==> config.mk <==
export PLATFORM = sky130hd
export DESIGN_NAME = irq_dist_regfile
export DESIGN_NICKNAME = d
export VERILOG_FILES = /design/src/rtl/dist_pkg.sv /design/src/rtl/dist_decode.sv /design/src/rtl/dist_bitarray.sv /design/src/rtl/dist_wordarray.sv /design/src/rtl/irq_dist_regfile.sv
export SDC_FILE = /design/constraint.sdc
export NUM_CORES = 2
export LEC_CHECK = 0
export BUFFER_PORTS_ARGS = -buffer_cell sky130_fd_sc_hd__buf_2
export CORE_MARGIN = 2
export CORE_UTILIZATION = 50
export CTS_CLUSTER_DIAMETER = 150
export DETAILED_ROUTE_END_ITERATION = 7
export GPL_ROUTABILITY_DRIVEN = 0
export PLACE_DENSITY = 0.73
export SLEW_MARGIN = 20
export SYNTH_ARGS = -nofsm -noshare
export SYNTH_HDL_FRONTEND = slang
export SYNTH_SLANG_ARGS = --single-unit
export TNS_END_PERCENT = 100
==> constraint.sdc <==
create_clock -name clk -period 2.9 [get_ports clk]
set_clock_uncertainty 0.2 [all_clocks]
set_input_delay 0.435 -clock clk [delete_from_list [all_inputs] [get_ports clk]]
set_output_delay 0.435 -clock clk [all_outputs]
set_load 0.1 [all_outputs]
==> src/rtl/dist_pkg.sv <==
package dist_pkg;
   // Interrupts reserved as private; their slices are hardwired to zero
   localparam int PRIV_IRQ  = 32;
   localparam int ID_BITS   = 10;
   localparam logic [31:0] ID2_VALUE = 32'h0000_003B;

   typedef enum logic [3:0] {
      RG_CTRL,
      RG_TYPE,
      RG_RAZ,
      RG_RAO,
      RG_ENA_SET,
      RG_ENA_CLR,
      RG_PND_SET,
      RG_PND_CLR,
      RG_PRIO,
      RG_CFG,
      RG_ID2,
      RG_NONE
   } region_e;
endpackage

==> src/rtl/dist_decode.sv <==
module dist_decode
   import dist_pkg::*;
(
   input  logic [15:0] addr,
   output region_e     region
);
   logic [15:0] a;

   always_comb begin
      a = addr;
      if (a[1:0] != 2'b00)                         region = RG_NONE;
      else if (a == 16'h0000)                      region = RG_CTRL;
      else if (a == 16'h0004)                      region = RG_TYPE;
      else if (a == 16'h0010 || a == 16'h0040 ||
               a == 16'h0048 || a == 16'h0050 ||
               a == 16'h0058)                      region = RG_RAZ;
      else if (a >= 16'h0080 && a < 16'h0100)      region = RG_RAO;
      else if (a >= 16'h0100 && a < 16'h0180)      region = RG_ENA_SET;
      else if (a >= 16'h0180 && a < 16'h0200)      region = RG_ENA_CLR;
      else if (a >= 16'h0200 && a < 16'h0280)      region = RG_PND_SET;
      else if (a >= 16'h0280 && a < 16'h0300)      region = RG_PND_CLR;
      else if (a >= 16'h0300 && a < 16'h0400)      region = RG_RAZ;
      else if (a >= 16'h0400 && a < 16'h0800)      region = RG_PRIO;
      else if (a >= 16'h0800 && a < 16'h0C00)      region = RG_RAZ;
      else if (a >= 16'h0C00 && a < 16'h0D00)      region = RG_CFG;
      else if (a >= 16'h0D00 && a < 16'h0D80)      region = RG_RAZ;
      else if (a >= 16'h0E00 && a < 16'h0F00)      region = RG_RAZ;
      else if (a == 16'h0F00)                      region = RG_RAZ;
      else if (a >= 16'h0F10 && a < 16'h0F30)      region = RG_RAZ;
      else if (a == 16'hFFE8)                      region = RG_ID2;
      else if (a >= 16'hFFD0)                      region = RG_RAZ;
      else                                         region = RG_NONE;
   end
endmodule

==> src/rtl/dist_bitarray.sv <==
module dist_bitarray #(
   parameter int NUM_WORDS  = 4,
   parameter int FIRST_WORD = 1,
   parameter int IDX_W      = 5
) (
   input  logic             clk,
   input  logic             rst_n,
   input  logic             set_en,
   input  logic             clr_en,
   input  logic [IDX_W-1:0] idx,
   input  logic [31:0]      wdata,
   output logic [31:0]      rd_word
);
   localparam int FLAT_W = NUM_WORDS * 32;

   logic [FLAT_W-1:0] flat;

   generate
      if (NUM_WORDS > (1 << IDX_W)) begin : g_bad_idx
         $error("dist_bitarray: index too narrow for word count");
      end
      for (genvar w = 0; w < NUM_WORDS; w++) begin : g_word
         if (w < FIRST_WORD) begin : g_fixed
            assign flat[w*32 +: 32] = '0;
         end else begin : g_store
            logic [31:0] word_q;
            always_ff @(posedge clk or negedge rst_n) begin
               if (!rst_n)
                  word_q <= '0;
               else if (set_en && idx == IDX_W'(w))
                  word_q <= word_q | wdata;
               else if (clr_en && idx == IDX_W'(w))
                  word_q <= word_q & ~wdata;
            end
            assign flat[w*32 +: 32] = word_q;
         end
      end
   endgenerate

   always_comb begin
      rd_word = '0;
      for (int w = 0; w < NUM_WORDS; w++)
         if (idx == IDX_W'(w)) rd_word = flat[w*32 +: 32];
   end
endmodule

==> src/rtl/dist_wordarray.sv <==
module dist_wordarray #(
   parameter int NUM_WORDS  = 32,
   parameter int FIRST_WORD = 8,
   parameter int IDX_W      = 8
) (
   input  logic             clk,
   input  logic             rst_n,
   input  logic             wr_en,
   input  logic [IDX_W-1:0] idx,
   input  logic [31:0]      wdata,
   output logic [31:0]      rd_word
);
   localparam int FLAT_W = NUM_WORDS * 32;

   logic [FLAT_W-1:0] flat;

   generate
      if (NUM_WORDS > (1 << IDX_W)) begin : g_bad_idx
         $error("dist_wordarray: index too narrow for word count");
      end
      for (genvar w = 0; w < NUM_WORDS; w++) begin : g_word
         if (w < FIRST_WORD) begin : g_fixed
            assign flat[w*32 +: 32] = '0;
         end else begin : g_store
            logic [31:0] word_q;
            always_ff @(posedge clk or negedge rst_n) begin
               if (!rst_n)
                  word_q <= '0;
               else if (wr_en && idx == IDX_W'(w))
                  word_q <= wdata;
            end
            assign flat[w*32 +: 32] = word_q;
         end
      end
   endgenerate

   always_comb begin
      rd_word = '0;
      for (int w = 0; w < NUM_WORDS; w++)
         if (idx == IDX_W'(w)) rd_word = flat[w*32 +: 32];
   end
endmodule

==> src/rtl/irq_dist_regfile.sv <==
module irq_dist_regfile
   import dist_pkg::*;
#(
   parameter int NUM_IRQ = 128
) (
   input  logic        clk,
   input  logic        rst_n,
   input  logic        req_valid,
   input  logic        req_write,
   input  logic [15:0] req_addr,
   input  logic [31:0] req_wdata,
   output logic        rsp_valid,
   output logic [31:0] rsp_rdata,
   output logic        rsp_err
);
   localparam int BIT_WORDS  = NUM_IRQ / 32;
   localparam int PRIO_WORDS = NUM_IRQ / 4;
   localparam int CFG_WORDS  = NUM_IRQ / 16;
   localparam int BIT_FIRST  = PRIV_IRQ / 32;
   localparam int PRIO_FIRST = PRIV_IRQ / 4;
   localparam int CFG_FIRST  = PRIV_IRQ / 16;
   localparam logic [31:0] TYPE_VALUE =
      32'(BIT_WORDS - 1) | (32'(ID_BITS - 1) << 19);

   generate
      if (NUM_IRQ % 32 != 0 || NUM_IRQ < 64 || NUM_IRQ > 1024) begin : g_bad_num
         $error("irq_dist_regfile: NUM_IRQ must be a multiple of 32 in 64..1024");
      end
   endgenerate

   region_e     region;
   logic        wr;
   logic        g1_en_q;
   logic [31:0] ena_word, pnd_word, prio_word, cfg_word;
   logic [31:0] rd_mux;

   assign wr = req_valid && req_write;

   dist_decode u_decode (
      .addr   (req_addr),
      .region (region)
   );

   dist_bitarray #(.NUM_WORDS(BIT_WORDS), .FIRST_WORD(BIT_FIRST), .IDX_W(5)) u_enable (
      .clk     (clk),
      .rst_n   (rst_n),
      .set_en  (wr && region == RG_ENA_SET),
      .clr_en  (wr && region == RG_ENA_CLR),
      .idx     (req_addr[6:2]),
      .wdata   (req_wdata),
      .rd_word (ena_word)
   );

   dist_bitarray #(.NUM_WORDS(BIT_WORDS), .FIRST_WORD(BIT_FIRST), .IDX_W(5)) u_pending (
      .clk     (clk),
      .rst_n   (rst_n),
      .set_en  (wr && region == RG_PND_SET),
      .clr_en  (wr && region == RG_PND_CLR),
      .idx     (req_addr[6:2]),
      .wdata   (req_wdata),
      .rd_word (pnd_word)
   );

   dist_wordarray #(.NUM_WORDS(PRIO_WORDS), .FIRST_WORD(PRIO_FIRST), .IDX_W(8)) u_prio (
      .clk     (clk),
      .rst_n   (rst_n),
      .wr_en   (wr && region == RG_PRIO),
      .idx     (req_addr[9:2]),
      .wdata   (req_wdata),
      .rd_word (prio_word)
   );

   dist_wordarray #(.NUM_WORDS(CFG_WORDS), .FIRST_WORD(CFG_FIRST), .IDX_W(6)) u_cfg (
      .clk     (clk),
      .rst_n   (rst_n),
      .wr_en   (wr && region == RG_CFG),
      .idx     (req_addr[7:2]),
      .wdata   (req_wdata),
      .rd_word (cfg_word)
   );

   always_ff @(posedge clk or negedge rst_n) begin
      if (!rst_n)
         g1_en_q <= 1'b0;
      else if (wr && region == RG_CTRL)
         g1_en_q <= req_wdata[1];
   end

   always_comb begin
      unique case (region)
         RG_CTRL:                rd_mux = 32'h0000_0050 | {30'd0, g1_en_q, 1'b0};
         RG_TYPE:                rd_mux = TYPE_VALUE;
         RG_RAO:                 rd_mux = '1;
         RG_ENA_SET, RG_ENA_CLR: rd_mux = ena_word;
         RG_PND_SET, RG_PND_CLR: rd_mux = pnd_word;
         RG_PRIO:                rd_mux = prio_word;
         RG_CFG:                 rd_mux = cfg_word;
         RG_ID2:                 rd_mux = ID2_VALUE;
         default:                rd_mux = '0;
      endcase
   end

   always_ff @(posedge clk or negedge rst_n) begin
      if (!rst_n) begin
         rsp_valid <= 1'b0;
         rsp_rdata <= '0;
         rsp_err   <= 1'b0;
      end else begin
         rsp_valid <= req_valid;
         rsp_rdata <= (req_valid && !req_write) ? rd_mux : '0;
         rsp_err   <= req_valid && region == RG_NONE;
      end
   end
endmodule

==> impl_metrics.py <==
metrics = {
    "floorplan": {
        "core-area_sq_um": 107000,
        "initial_core_util_pct": 50.4,
        "die-area_sq_um": 111000,
        "fp.dieW_microns": 333,
        "die_h_microns": 333,
        "io_pins": 86,
        "num_rows": 120,
    },
    "finish": {
        "syn_to_final_growth_pct": 22.8,
        "nets": 4938,
        "fin_cells": 6391,
        "fin_area_sq_um": 66400,
        "final_layout_size_suffix_gt1_share_pct": 43.7,
        "n_fill_cell": 8111,
        "final_util_pct": 62.0,
    },
    "power": {
        "peakVddDrop_v": 0.000532,
        "power-per-cell-area_nw_per_um2": 510,
        "leakage_nw": 32.9,
    },
    "worst_hold_path": {
        "holdCritStartpoint": "req_wdata[22]",
        "min_path_cells": 3,
        "hp-class": "in2reg",
    },
    "detailed_routing": {
        "drcViolationCount": 0,
        "wl_per_cell_microns": 30.9,
        "drt-total-wl_mm": 197,
        "drt_iter0_markers": 6257,
        "ant_nets": 0,
        "vias_per_cell": 6.77,
        "route.vias.total": 43300,
        "drtPass1Iterations": 8,
    },
    "place": {
        "io_buffers": 85,
        "dpl-instance-area_sq_um": 62100,
        "dp_cells": 6160,
        "hpwl_mm": 134,
    },
    "timing": {
        "finalSetupTns_ns": -0.235,
        "setup_violations": 7,
        "fin_crit_sh_pct": 102,
        "post-route-min-period_ns": 2.96,
        "max_slew_margin_pct": 17.0,
        "rsz0062_at_grt": "yes",
        "hold_viol_final": 0,
        "worst_slack_ns": -0.0606,
        "worst_slew_pin_slew_ns": 1.21,
        "holdWs_ns": 0.0118,
        "slew_violations": 0,
        "max_freq_mhz": 338,
    },
    "yosys": {
        "synth_ff_type": "dfrtp_1",
        "synth_top_family_by_area": "multiplexers",
        "synth_edf_count": 0,
        "synth_simple_gate_area_share_pct": 5.69,
        "synth_compound_area_share_pct": 11.2,
        "synthXorXnorAreaFrac_pct": 0.0324,
        "yosysSeqAreaShare_pct": 54.9,
        "ys_warn_count": 0,
        "synth-seq-cells": 1187,
        "ys_types": 72,
        "synth_area_sq_um": 54100,
        "avgSynthCellArea_sq_um": 12.4,
        "netlist_instances": 4361,
        "synthMuxAreaShare_pct": 24.9,
        "synth_nets": 4413,
        "synth_adder_area_share_pct": 0,
        "async_flop_share_pct": 100,
    },
    "worst_setup_path": {
        "start_kind": "input port",
        "path_max_fanout": 18,
        "r2r_cells": 8,
        "r2r_start": "u_prio.g_word[11].g_store.word_q[30]",
        "r2r_slack_ns": -0.04,
        "crit_required_ns": 3.31,
        "critPathArrivalTime_ns": 3.37,
        "crit_type": "in2reg",
        "end_kind": "register",
        "reg2reg_to": "rsp_rdata[30]",
    },
    "clock_tree": {
        "cts.path.max_buffers": 3,
        "cts-root-buf": "clkbuf_16",
        "clk_latency_ns": 0.73,
        "clk_pin_slew_ns": 0.07,
        "cts-buffers-inserted": 116,
        "htreeDepth": 3,
        "cts_tree": "yes",
        "clock_sinks": 1187,
    },
    "grt": {
        "antenna_found_initial": 21,
        "grtUsageTotal_pct": 35.0,
        "grt_pass1_wl_mm": 289,
        "grt_pass1_vias": 43500,
        "grt_start_max_net_pins": 127,
        "grt_overflow": 0,
    },
    "run_status": {
        "status": "complete, but fails checks",
        "violations": "setup timing",
    },
    "flow_run": {
        "drv_cap": 0,
    },
}
critical path: stages:
cell      delay, ns
clkbuf_4       0.18
buf_4          0.20
nor4b_2        0.41
buf_4          0.29
nand3_1        0.17
buf_4          0.27
o211ai_1       0.61
nand4_1        0.32
o221ai_1       0.35
a21oi_1        0.11
where the power goes:
group,internal [mW],switching [mW]
logic,0.447,1.27
clock network,8.97,6.64
registers,16.6,0.00341
routing by layer:
layer  wire (microns)  up-vias  GRT usage, %
met2            84400     3117          50.9
met5               89        -             0
met1            72700    22100          45.9
met3            26200      755          10.9
li1                 -    17200             -
met4            14000       14          21.5
cell families (layout without fill, tap and decap cells):
family,count (synthesis),count (layout)
flip-flops,1187,1187
XOR/XNOR,2,2
AND/OR/NAND/NOR,697,697
multiplexers,1196,1196
AO/OA/AOI/OAI,831,831
buffers and inverters,448,1066
other,0,9
placed cells by master, fill, tap and decap left out, types with 29 or more instances in the layout:
master and instances:
dfrtp_1 1187, a222oi_1 118, buf_2 82, clkbuf_16 120
buf_4 614, nand2_1 356, mux2_2 1017, clkinv_2 29
buf_12 128, a221oi_1 51, o21ai_0 96, mux2i_1 33
a22oi_1 117, a21oi_1 167, nor2_1 106, o22ai_1 48
nand3_1 43, mux2_1 144
stage by stage:
stage	total power, mW	setup slack [ns]
2_1_floorplan	17.3	-0.335
4_1_cts	33.9	0.00291
6_report	33.9	-0.0606
5_1_grt	34.7	-0.0391
3_5_place_dp	18.5	-0.958
3_3_place_gp	18.5	-0.962
Yosys cell counts, types with 10 or more instances:
| cell type | n | area [sq um] |
|---|---|---|
| a2111oi_0 | 10 | 87.6 |
| a211oi_1 | 25 | 188 |
| a21oi_1 | 169 | 846 |
| a221o_1 | 13 | 130 |
| a221oi_1 | 53 | 464 |
| a222oi_1 | 118 | 1180 |
| a22o_1 | 23 | 201 |
| a22oi_1 | 117 | 878 |
| a2bb2oi_1 | 13 | 114 |
| a311oi_1 | 11 | 96.3 |
| a31oi_1 | 29 | 181 |
| and3_1 | 12 | 75.1 |
| buf_1 | 32 | 120 |
| buf_2 | 89 | 445 |
| clkbuf_1 | 320 | 1200 |
| dfrtp_1 | 1187 | 29700 |
| mux2_1 | 145 | 1630 |
| mux2_2 | 1017 | 11500 |
| mux2i_1 | 33 | 330 |
| nand2_1 | 376 | 1410 |
| nand2b_1 | 10 | 62.6 |
| nand3_1 | 47 | 235 |
| nand4_1 | 10 | 62.6 |
| nor2_1 | 119 | 447 |
| nor3_1 | 62 | 310 |
| o211ai_1 | 18 | 135 |
| o21ai_0 | 99 | 495 |
| o221ai_1 | 24 | 210 |
| o22ai_1 | 49 | 307 |
| o2bb2ai_1 | 10 | 87.6 |
worst max path at each step:
| stage | from | to | slack (ns) | depth (start not counted) |
|---|---|---|---|---|
| CTS | req_addr[7] | u_prio.g_word[20].g_store.word_q[17] | 0.003 | 12 |
| detailed placement | req_addr[7] | rsp_rdata[29] | -0.96 | 13 |
| finish | req_addr[7] | rsp_rdata[15] | -0.06 | 10 |
| global route | req_addr[5] | rsp_rdata[3] | -0.04 | 12 |
| global placement | req_addr[2] | rsp_rdata[27] | -0.96 | 13 |
| floorplan | req_addr[12] | u_cfg.g_word[2].g_store.word_q[10] | -0.34 | 9 |
cell type report:
cell class	count	area [sq um]	share of cell area, %
Sequential cell	1187	29700	44.7
Clock inverter	46	527	0.793
Clock buffer	165	3350	5.05
Antenna cell	9	22.5	0.0339
Inverter	7	26.3	0.0396
Tap cell	1403	1760	2.64
Multi-Input combinational cell	2726	23200	34.9
Timing Repair Buffer	848	7860	11.8
what timing repair did:
item | CTS | global route
endpoints found under the hold margin | 588 | 0
setup endpoints to repair | 11 | 408
hold buffers | 7 | 0
cloned | 0 | 2
buffers inserted | 0 | 2
pin swaps | 1 | 11
gates resized for setup | 17 | 61
No activity file was read; power rests on OpenSTA's default activity.
